==> config.mk <==
export PLATFORM = sky130hd
export DESIGN_NAME = sysclk_switch
export DESIGN_NICKNAME = d
export VERILOG_FILES = /design/src/rtl/sysclk_pkg.sv /design/src/rtl/sysclk_stable_sync.sv /design/src/rtl/sysclk_switch_ctrl.sv /design/src/rtl/sysclk_switch.sv
export SDC_FILE = /design/constraint.sdc
export NUM_CORES = 1
export LEC_CHECK = 0
export BUFFER_PORTS_ARGS = -buffer_cell sky130_fd_sc_hd__buf_2
export CAP_MARGIN = 20
export CELL_PAD_IN_SITES_DETAIL_PLACEMENT = 0
export CELL_PAD_IN_SITES_GLOBAL_PLACEMENT = 1
export CORE_ASPECT_RATIO = 0.7
export CORE_UTILIZATION = 34
export CTS_CLUSTER_SIZE = 16
export DETAILED_ROUTE_END_ITERATION = 8
export MAX_ROUTING_LAYER = met4
export PLACE_DENSITY = 0.74
export SETUP_SLACK_MARGIN = 0.05
export SYNTH_ARGS = -nofsm -noshare
export SYNTH_HDL_FRONTEND = slang
export SYNTH_SLANG_ARGS = --single-unit
==> constraint.sdc <==
create_clock -name clk -period 3.1 [get_ports clk]
set_input_delay 0.465 -clock clk [delete_from_list [all_inputs] [get_ports clk]]
set_output_delay 0.465 -clock clk [all_outputs]
set_load 0.05 [all_outputs]
==> src/rtl/sysclk_pkg.sv <==
package sysclk_pkg;

    localparam int NUM_SRC = 4;
    localparam int SEL_W   = 3;

    // Source codes; the one-hot bit order below is fixed by these codes
    localparam logic [SEL_W-1:0] CODE_FAST_XTAL = 3'b000;
    localparam logic [SEL_W-1:0] CODE_SLOW_XTAL = 3'b001;
    localparam logic [SEL_W-1:0] CODE_SLOW_RC   = 3'b011;
    localparam logic [SEL_W-1:0] CODE_FAST_RC   = 3'b111;

    typedef struct packed {
        logic [SEL_W-1:0]   sel;
        logic [NUM_SRC-1:0] onehot;
        logic               fail;
    } sw_state_t;

    // Unlisted codes return all zeros
    function automatic logic [NUM_SRC-1:0] code_to_onehot(input logic [SEL_W-1:0] code);
        logic [NUM_SRC-1:0] oh;
        case (code)
            CODE_FAST_XTAL: oh = 4'b0001;
            CODE_SLOW_XTAL: oh = 4'b0010;
            CODE_SLOW_RC:   oh = 4'b0100;
            CODE_FAST_RC:   oh = 4'b1000;
            default:        oh = '0;
        endcase
        return oh;
    endfunction

endpackage

==> src/rtl/sysclk_stable_sync.sv <==
module sysclk_stable_sync #(
    parameter int STAGES = 2
) (
    input  logic clk,
    input  logic rst_n,
    input  logic en,
    input  logic ready,
    output logic stable
);

    logic [STAGES-1:0] chain_d, chain_q;

    always_comb begin
        chain_d[0] = ready;
        for (int i = 1; i < STAGES; i++) begin
            chain_d[i] = chain_q[i-1];
        end
    end

    always_ff @(posedge clk or negedge rst_n) begin
        if (!rst_n) chain_q <= '0;
        else        chain_q <= chain_d;
    end

    // A disabled source never reads as stable
    assign stable = chain_q[STAGES-1] & en;

endmodule

==> src/rtl/sysclk_switch_ctrl.sv <==
module sysclk_switch_ctrl
    import sysclk_pkg::*;
(
    input  logic               clk,
    input  logic               rst_n,
    input  logic               unlock,
    input  logic               sel_wr,
    input  logic [SEL_W-1:0]   sel_wdata,
    input  logic               fail_wr,
    input  logic               fail_wdata,
    input  logic [NUM_SRC-1:0] src_en,
    input  logic [NUM_SRC-1:0] src_stable,
    output logic [SEL_W-1:0]   sel_q_o,
    output logic [NUM_SRC-1:0] onehot_q_o,
    output logic               fail_q_o
);

    sw_state_t st_d, st_q;

    logic [NUM_SRC-1:0] tgt_oh;
    logic               tgt_listed, cur_on, tgt_on, tgt_ready, req, accept;

    always_comb begin
        tgt_oh     = code_to_onehot(sel_wdata);
        tgt_listed = |tgt_oh;
        cur_on     = |(st_q.onehot & src_en);
        tgt_on     = |(tgt_oh & src_en);
        tgt_ready  = |(tgt_oh & src_stable);
        req        = sel_wr & unlock;
        accept     = tgt_listed & cur_on & tgt_on & tgt_ready;

        st_d = st_q;
        if (fail_wr && fail_wdata) begin
            st_d.fail = 1'b0;
        end
        // A switch outcome overrides a same-cycle clear
        if (req) begin
            if (accept) begin
                st_d.sel    = sel_wdata;
                st_d.onehot = tgt_oh;
                st_d.fail   = 1'b0;
            end else begin
                st_d.fail   = 1'b1;
            end
        end
    end

    always_ff @(posedge clk or negedge rst_n) begin
        if (!rst_n) begin
            st_q.sel    <= CODE_FAST_RC;
            st_q.onehot <= code_to_onehot(CODE_FAST_RC);
            st_q.fail   <= 1'b0;
        end else begin
            st_q <= st_d;
        end
    end

    assign sel_q_o    = st_q.sel;
    assign onehot_q_o = st_q.onehot;
    assign fail_q_o   = st_q.fail;

endmodule

==> src/rtl/sysclk_switch.sv <==
module sysclk_switch
    import sysclk_pkg::*;
#(
    parameter int SYNC_STAGES = 2
) (
    input  logic               clk,
    input  logic               rst_n,
    input  logic               unlock,
    input  logic               sel_wr,
    input  logic [SEL_W-1:0]   sel_wdata,
    input  logic               fail_wr,
    input  logic               fail_wdata,
    input  logic [NUM_SRC-1:0] src_en,
    input  logic [NUM_SRC-1:0] src_ready,
    output logic [NUM_SRC-1:0] src_onehot,
    output logic [SEL_W-1:0]   sel_rdata,
    output logic [NUM_SRC-1:0] src_stable,
    output logic               switch_fail
);

    for (genvar g = 0; g < NUM_SRC; g++) begin : g_sync
        sysclk_stable_sync #(
            .STAGES (SYNC_STAGES)
        ) u_sync (
            .clk    (clk),
            .rst_n  (rst_n),
            .en     (src_en[g]),
            .ready  (src_ready[g]),
            .stable (src_stable[g])
        );
    end

    sysclk_switch_ctrl u_ctrl (
        .clk        (clk),
        .rst_n      (rst_n),
        .unlock     (unlock),
        .sel_wr     (sel_wr),
        .sel_wdata  (sel_wdata),
        .fail_wr    (fail_wr),
        .fail_wdata (fail_wdata),
        .src_en     (src_en),
        .src_stable (src_stable),
        .sel_q_o    (sel_rdata),
        .onehot_q_o (src_onehot),
        .fail_q_o   (switch_fail)
    );

endmodule

==> flow_summary.json, run 1 <==
{
  "synthFlopType": "dfrtp_1",
  "die-height_um": 41.4,
  "grt_setup_unrepaired": "false",
  "synthArstFlopShare_pct": 100,
  "yosysMostFrequentCell": "dfrtp_1",
  "synth_edf_count": 0,
  "yosysTopAreaCellShare_pct": 39.7,
  "hold_buffers": 0,
  "p_sw_uw": 104,
  "finalHoldViolations": 0,
  "ios": 29,
  "synthesis.instances": 55,
  "min_path_type": "in2async",
  "cts_setup_buffers": 0,
  "wl_per_cell_um": 12.0,
  "first_pass_iters": 3,
  "p_sw_share_pct": 25.5,
  "maxSlewViolCount": 0,
  "cap_violations": 0,
  "antenna_found_initial": 0,
  "clk_pin_slew_ns": 0.10,
  "vias_per_cell": 4.51,
  "synth.area.top_cells": "dfrtp_1 (40%), dfstp_2 (14%), mux2_4 (9.9%), buf_4 (4.0%), a221oi_4 (3.5%)",
  "area_growth_pct": 21.4,
  "placementRows": 13,
  "first_iter_violations": 15,
  "grt_pass1_wl_um": 2240,
  "syn_area_per_cell_um2": 13.7,
  "clkPwrFrac_pct": 33.6,
  "ir_drop_v": 0.000189,
  "slowest_stage": "dfstp_2",
  "htreeDepth": 1,
  "die_area_mm2": 0.00242,
  "finalCritPeriodShare_pct": 50.3,
  "synth_nets": 72,
  "pwr-share-seq_pct": 53.6,
  "post-route-min-period_ns": 1.56,
  "hpwl_um": 1050,
  "io_buffers": 28,
  "multi_input_area_um2": 290,
  "regArea_um2": 405,
  "grt_max_degree": 17,
  "core_mm2": 0.00197,
  "tightest_slew_ns": 0.344,
  "drc_errors": 0,
  "grt_overflow": 0,
  "cts_tree": "done",
  "ys_seq_area_share_pct": 53.6,
  "power_frac_comb_pct": 12.8,
  "nNetsFinal": 99,
  "clk_latency_ns": 0.29,
  "maxSlewHeadroom_pct": 77.1,
  "startpoint_type": "flip-flop",
  "whs_ns": 0.0645,
  "cts-root-buf": "clkbuf_4",
  "crit_path_end_kind": "primary output",
  "die_x_um": 58.4,
  "synth.ff_latch_count": 16,
  "numCtsBuffers": 3,
  "finalSetupTns_ns": 0,
  "cts_resized": 0,
  "outcome": "finished clean",
  "drive_gt1_share_pct": 59.3,
  "critPathTopFamily": "flip-flops",
  "ant_nets": 0,
  "powerDensity_mw_per_mm2": 445,
  "ys_warn_count": 0,
  "max_freq_mhz": 642,
  "critPathBufInv": 1,
  "finalClockSkew_ns": 0.00631,
  "internal_power_uw": 304,
  "cts_num_sinks": 16,
  "criticalPathCategory": "reg2out",
  "initial_core_util_pct": 38.4,
  "setup_viol": 0,
  "ys_top_cells_by_count": "dfrtp_1 (12), mux2_4 (5)",
  "critPathArrivalTime_ns": 1.09,
  "netlist_area_um2": 756,
  "n_fill_cell": 193,
  "cp.required_ns": 2.63,
  "clockBufferDepth": 2,
  "cp_slowest_stage_delay_ns": 0.55,
  "wirelength_um": 1330,
  "ys_types": 22,
  "routed-via-count": 501,
  "synth.largest_area_cell": "dfrtp_1",
  "p_leak_nw": 0.470,
  "gp_congestion": 0.790,
  "track_usage_pct": 13.4,
  "antenna_cells": 0,
  "grt_pass1_vias": 502,
  "cp_max_fo": 2,
  "timing.critical_path.cells": "buf_2"
}
[kinds of logic after synthesis]
family	count (synthesis)	share of synthesized area, %
simple gates	19	19.2
flops	16	53.6
buf+inv	8	7.95
compound gates	7	9.27
mux	5	9.93
[power by group through the flow]
stage / clock (mW) / sequential, mW / combinational (mW)
after global placement: 0 / 0.223 / 0.0520
after CTS: 0.144 / 0.219 / 0.0531
after global routing: 0.153 / 0.220 / 0.0568
after floorplan: 0 / 0.227 / 0.0316
final: 0.137 / 0.219 / 0.0521
after detailed placement: 0 / 0.223 / 0.0529
[routing by layer]
| layer | vias up | track usage [%] | share of wire (%) |
|---|---|---|---|
| met5 | - | - | 0 |
| met4 | 0 | 2.86 | 0.68 |
| met3 | 2 | 6.54 | 6.9 |
| met2 | 22 | 19.1 | 42 |
| met1 | 231 | 17.3 | 50 |
| li1 | 246 | - | - |
[placed cells by master, fill, tap and decap left out]
cell	n
a21boi_0	1
a21oi_1	1
a221oi_4	1
a22o_2	1
a22oi_1	2
a31oi_1	1
and2_1	4
and2_2	1
and3_2	1
buf_2	28
clkbuf_4	3
clkbuf_8	1
dfrtp_1	12
dfstp_2	4
inv_1	2
mux2_4	5
nand2_1	4
nand3_4	1
nand3b_4	1
nand4_1	2
nand4b_1	1
nand4bb_2	1
nor3_1	3
[final cells by class]
cell class / count / area share (%)
timing repair buffer: 28 / 15.3
tap: 30 / 4.09
sequential: 16 / 44.2
inverter: 2 / 0.819
clock buffer: 4 / 3.96
multi-input combinational: 31 / 31.7
[per-stage QoR]
step                      instance area, µm²  total power, mW  instances  utilization (%)  setup WS [ns]
final                                    917            0.408        111             46.6           1.54
after global routing                     917            0.429        111             46.6           1.48
after CTS                                917            0.416        111             46.6           1.53
after detailed placement                 881            0.275        107             44.8           1.33
after global placement                   881            0.275        107             44.8           1.40
after floorplan                          756            0.259         55                -           1.50
[sequential cells by signal, summed over array words and instances (netlist names)]
name / count
g_sync.u_sync.chain_q: 8
u_ctrl.fail_q_o: 1
u_ctrl.sel_q_o: 3
u_ctrl.onehot_q_o: 4
[path summary, 6_finish.rpt]
path | start | to | slack (ns) | cells past startpoint
worst min-delay path | rst_n | g_sync[0].u_sync.chain_q[0] | 0.06 | 1
max in group asynchronous | rst_n | u_ctrl.onehot_q_o[3] | 2.73 | 1
min in group clk | src_ready[3] | g_sync[3].u_sync.chain_q[0] | 0.27 | 1
worst min register to register | g_sync[1].u_sync.chain_q[0] | g_sync[1].u_sync.chain_q[1] | 0.36 | 0
worst max-delay path | u_ctrl.sel_q_o[0] | sel_rdata[0] | 1.54 | 1
worst max register to register | g_sync[0].u_sync.chain_q[1] | u_ctrl.onehot_q_o[1] | 1.65 | 4
No activity file was read; power rests on OpenSTA's default activity.
==> inputs of run 2 (changes only) <==
clock period = 1.6 ns   (was 3.1 ns; I/O delays follow)
==> flow_summary.json, run 2 (synthesized netlist as in run 1, its figures left out) <==
{
  "io_buffers": 28,
  "dp.cells": 107,
  "critPathArrivalTime_ns": 1.63,
  "grt_max_degree": 17,
  "wirelength_um": 1340,
  "clk_pin_slew_ns": 0.10,
  "clockBufferDepth": 2,
  "antenna_found_initial": 0,
  "timing.critical_path.cells": "nand3b_4, a221oi_4, nand3_4, mux2_4",
  "cap_violations": 0,
  "critPathTopFamily": "flip-flops",
  "finalPower_uw": 793,
  "startpoint_type": "flip-flop",
  "cp_slowest_stage_delay_ns": 0.40,
  "crit_path_end_kind": "flip-flop",
  "drc_errors": 0,
  "core_mm2": 0.00197,
  "die-height_um": 41.4,
  "track_usage_pct": 13.4,
  "initial_core_util_pct": 38.4,
  "tightest_slew_ns": 0.344,
  "gp_congestion": 0.790,
  "maxSlewHeadroom_pct": 77.0,
  "routed-via-count": 503,
  "grt_pass1_wl_um": 2240,
  "area_growth_pct": 22.7,
  "grt_pass1_vias": 502,
  "dpl_cell_area_um2": 881,
  "powerDensity_mw_per_mm2": 855,
  "cts_num_sinks": 16,
  "fin_ws_ns": 0.150,
  "ir_drop_v": 0.000367,
  "maxSlewViolCount": 0,
  "antenna_cells": 0,
  "largest_register_ffs": 8,
  "whs_ns": 0.0481,
  "finalCritPeriodShare_pct": 90.6,
  "setup_viol": 0,
  "p_leak_nw": 0.475,
  "finalSetupTns_ns": 0,
  "finalHoldViolations": 0,
  "mostFrequentLayoutCell": "buf_2",
  "critPathBufInv": 0,
  "final_util_pct": 47.1,
  "cts_resized": 0,
  "grt_setup_unrepaired": "false",
  "vias_per_cell": 4.49,
  "dp_slack_ns": 0.0591,
  "cts-root-buf": "clkbuf_4",
  "placementRows": 13,
  "finalClockSkew_ns": 0.00603,
  "outcome": "finished clean",
  "clk_latency_ns": 0.29,
  "cp.required_ns": 1.78,
  "drive_gt1_share_pct": 58.5,
  "hpwl_um": 1050,
  "first_pass_iters": 3,
  "numCtsBuffers": 3,
  "nNetsFinal": 100,
  "cts_tree": "done",
  "die_x_um": 58.4,
  "top_register": "g_sync.u_sync.chain_q",
  "die_area_mm2": 0.00242,
  "post-route-min-period_ns": 1.45,
  "hold_buffers": 1,
  "wl_per_cell_um": 12.0,
  "final_cells": 112,
  "max_freq_mhz": 690,
  "min_path_type": "in2reg",
  "first_iter_violations": 14,
  "layout_common_cells": "buf_2 (28), dfrtp_1 (12), mux2_4 (5)",
  "htreeDepth": 1,
  "ios": 29,
  "slowest_stage": "dfrtp_1",
  "criticalPathCategory": "reg2reg",
  "final_cell_area_um2": 927,
  "cts_setup_buffers": 0,
  "grt_overflow": 0,
  "ant_nets": 0,
  "cp_max_fo": 7
}
==> run 2: worst paths after layout <==
kind / slack, ns / startpoint / endpoint / depth (start not counted)
min in group asynchronous: 0.38 / rst_n / g_sync[0].u_sync.chain_q[0] / 2
setup reg to reg: 0.15 / g_sync[0].u_sync.chain_q[1] / u_ctrl.onehot_q_o[1] / 4
hold / removal: 0.05 / src_ready[3] / g_sync[3].u_sync.chain_q[0] / 1
max in group asynchronous: 0.91 / rst_n / u_ctrl.onehot_q_o[3] / 2
setup / recovery: 0.15 / g_sync[0].u_sync.chain_q[1] / u_ctrl.onehot_q_o[1] / 4
hold reg to reg: 0.36 / g_sync[1].u_sync.chain_q[0] / g_sync[1].u_sync.chain_q[1] / 0
==> run 2: layout make-up <==
cell class,instances,area (µm²)
Multi-Input combinational cell,31,290
Sequential cell,16,405
Clock buffer,4,36.3
Tap cell,30,37.5
Timing Repair Buffer,29,150
Fill cell,191,1040
Inverter,2,7.51
==> run 2: power by group <==
group	total, mW	internal [mW]	switching, mW
Combinational	0.103	0.0347	0.0682
Sequential	0.424	0.418	0.00610
Clock	0.266	0.139	0.128
==> run 2: per-layer routing <==
metal  GRT usage [%]  wire length [µm]  vias up
met5               -                 0        -
met4            2.86                 9        0
li1                -                 -      248
met1            17.3               675      231
met3            6.54                88        2
met2            19.1               566       22
==> inputs of run 3 (changes only) <==
--- a/config.mk
+++ b/config.mk
@@ -11,4 +11,5 @@
 export CELL_PAD_IN_SITES_GLOBAL_PLACEMENT = 1
 export CORE_ASPECT_RATIO = 0.7
+export CORE_MARGIN = 2
 export CORE_UTILIZATION = 34
 export CTS_CLUSTER_SIZE = 16
==> constraint.sdc (replaced) <==
create_clock -name clk -period 1.6 [get_ports clk]
set_input_delay 0.32 -clock clk [delete_from_list [all_inputs] [get_ports clk]]
set_output_delay 0.32 -clock clk [all_outputs]
set_load 0.05 [all_outputs]
==> flow_summary.json, run 3 (synthesized netlist as in run 1, its figures left out) <==
{
  "hpwl_um": 1110,
  "drc_errors": 0,
  "cts-root-buf": "clkbuf_4",
  "dp.cells": 109,
  "ios": 29,
  "ir_drop_v": 0.000381,
  "tightest_slew_ns": 0.334,
  "die-height_um": 43.4,
  "n_fill_cell": 209,
  "gp_congestion": 0.829,
  "final_cells": 114,
  "vias_per_cell": 4.32,
  "startpoint_type": "flip-flop",
  "top_register": "g_sync.u_sync.chain_q",
  "cts_tree": "done",
  "antenna_cells": 0,
  "numCtsBuffers": 3,
  "whs_ns": 0.138,
  "routed-via-count": 493,
  "powerDensity_mw_per_mm2": 842,
  "outcome": "finished clean",
  "io_buffers": 28,
  "finalSetupTns_ns": 0,
  "p_leak_nw": 0.475,
  "clockBufferDepth": 2,
  "clk_latency_ns": 0.28,
  "finalCritPeriodShare_pct": 89.0,
  "crit_path_end_kind": "flip-flop",
  "ant_nets": 0,
  "fin_ws_ns": 0.177,
  "die_x_um": 60.4,
  "final_cell_area_um2": 930,
  "grt_setup_unrepaired": "false",
  "max_freq_mhz": 703,
  "cp.required_ns": 1.77,
  "grt_pass1_vias": 499,
  "largest_register_ffs": 8,
  "track_usage_pct": 13.5,
  "first_pass_iters": 3,
  "area_growth_pct": 23.0,
  "nNetsFinal": 100,
  "die_area_mm2": 0.00262,
  "drive_gt1_share_pct": 58.5,
  "final_util_pct": 43.9,
  "finalPower_uw": 783,
  "cts_resized": 0,
  "maxSlewViolCount": 0,
  "finalHoldViolations": 0,
  "critPathArrivalTime_ns": 1.59,
  "wirelength_um": 1380,
  "grt_overflow": 0,
  "cp_max_fo": 7,
  "setup_viol": 0,
  "htreeDepth": 1,
  "cap_violations": 0,
  "initial_core_util_pct": 35.7,
  "cts_num_sinks": 16,
  "post-route-min-period_ns": 1.42,
  "grt_max_degree": 17,
  "dpl_cell_area_um2": 883,
  "core_mm2": 0.00212,
  "min_path_type": "in2reg",
  "mostFrequentLayoutCell": "buf_2",
  "layout_common_cells": "buf_2 (28), dfrtp_1 (12), mux2_4 (5)",
  "dp_slack_ns": 0.00735,
  "clk_pin_slew_ns": 0.09,
  "finalClockSkew_ns": 0.00304,
  "maxSlewHeadroom_pct": 77.8,
  "grt_pass1_wl_um": 2290,
  "cts_setup_buffers": 0,
  "placementRows": 14,
  "wl_per_cell_um": 12.1,
  "antenna_found_initial": 0,
  "criticalPathCategory": "reg2reg",
  "first_iter_violations": 3
}
[run 3: cell counts in the layout (fill, tap and decap cells not counted)]
Identical to the previous run, type by type.
[run 3: path summary, 6_finish.rpt]
| path | from | slack [ns] | to | depth (start not counted) |
|---|---|---|---|---|
| max reg2reg | g_sync[0].u_sync.chain_q[1] | 0.18 | u_ctrl.onehot_q_o[1] | 4 |
| min | src_ready[0] | 0.14 | g_sync[0].u_sync.chain_q[0] | 1 |
| min in group asynchronous | rst_n | 0.46 | u_ctrl.fail_q_o | 2 |
| max | g_sync[0].u_sync.chain_q[1] | 0.18 | u_ctrl.onehot_q_o[1] | 4 |
| min reg2reg | g_sync[1].u_sync.chain_q[0] | 0.35 | g_sync[1].u_sync.chain_q[1] | 0 |
| max in group asynchronous | rst_n | 0.84 | u_ctrl.onehot_q_o[3] | 2 |
[run 3: area by class of cell]
cell class | count | area, µm² | area share [%]
multi-input cells | 31 | 290 | 31.2
clock buffers | 4 | 36.3 | 3.90
inverters | 2 | 7.51 | 0.808
flip-flops and latches | 16 | 405 | 43.6
well taps | 32 | 40.0 | 4.31
repair buffers | 29 | 150 | 16.2
[run 3: what timing repair did]
action | in CTS | in global routing
endpoints found under the hold margin | 12 | 0
setup endpoints to repair | 0 | 0
hold buffers | 1 | 0
[run 3: critical path, stage by stage (launching register included)]
cell,delay (ns)
dfrtp_1,0.40
nand3b_4,0.09
a221oi_4,0.29
nand3_4,0.19
mux2_4,0.34
[run 3: per-layer routing]
metal	wire length, µm	vias to the layer above	share of wire [%]	track usage, %
met1	642	224	46	17.3
met2	629	21	45	17.8
li1	-	246	-	-
met4	20	0	1.4	6.22
met5	0	-	0	-
met3	90	2	6.5	6.57
[run 3: power by group]
part / switching (mW) / internal (mW)
clock network: 0.118 / 0.138
registers: 0.00565 / 0.418
logic: 0.0683 / 0.0347
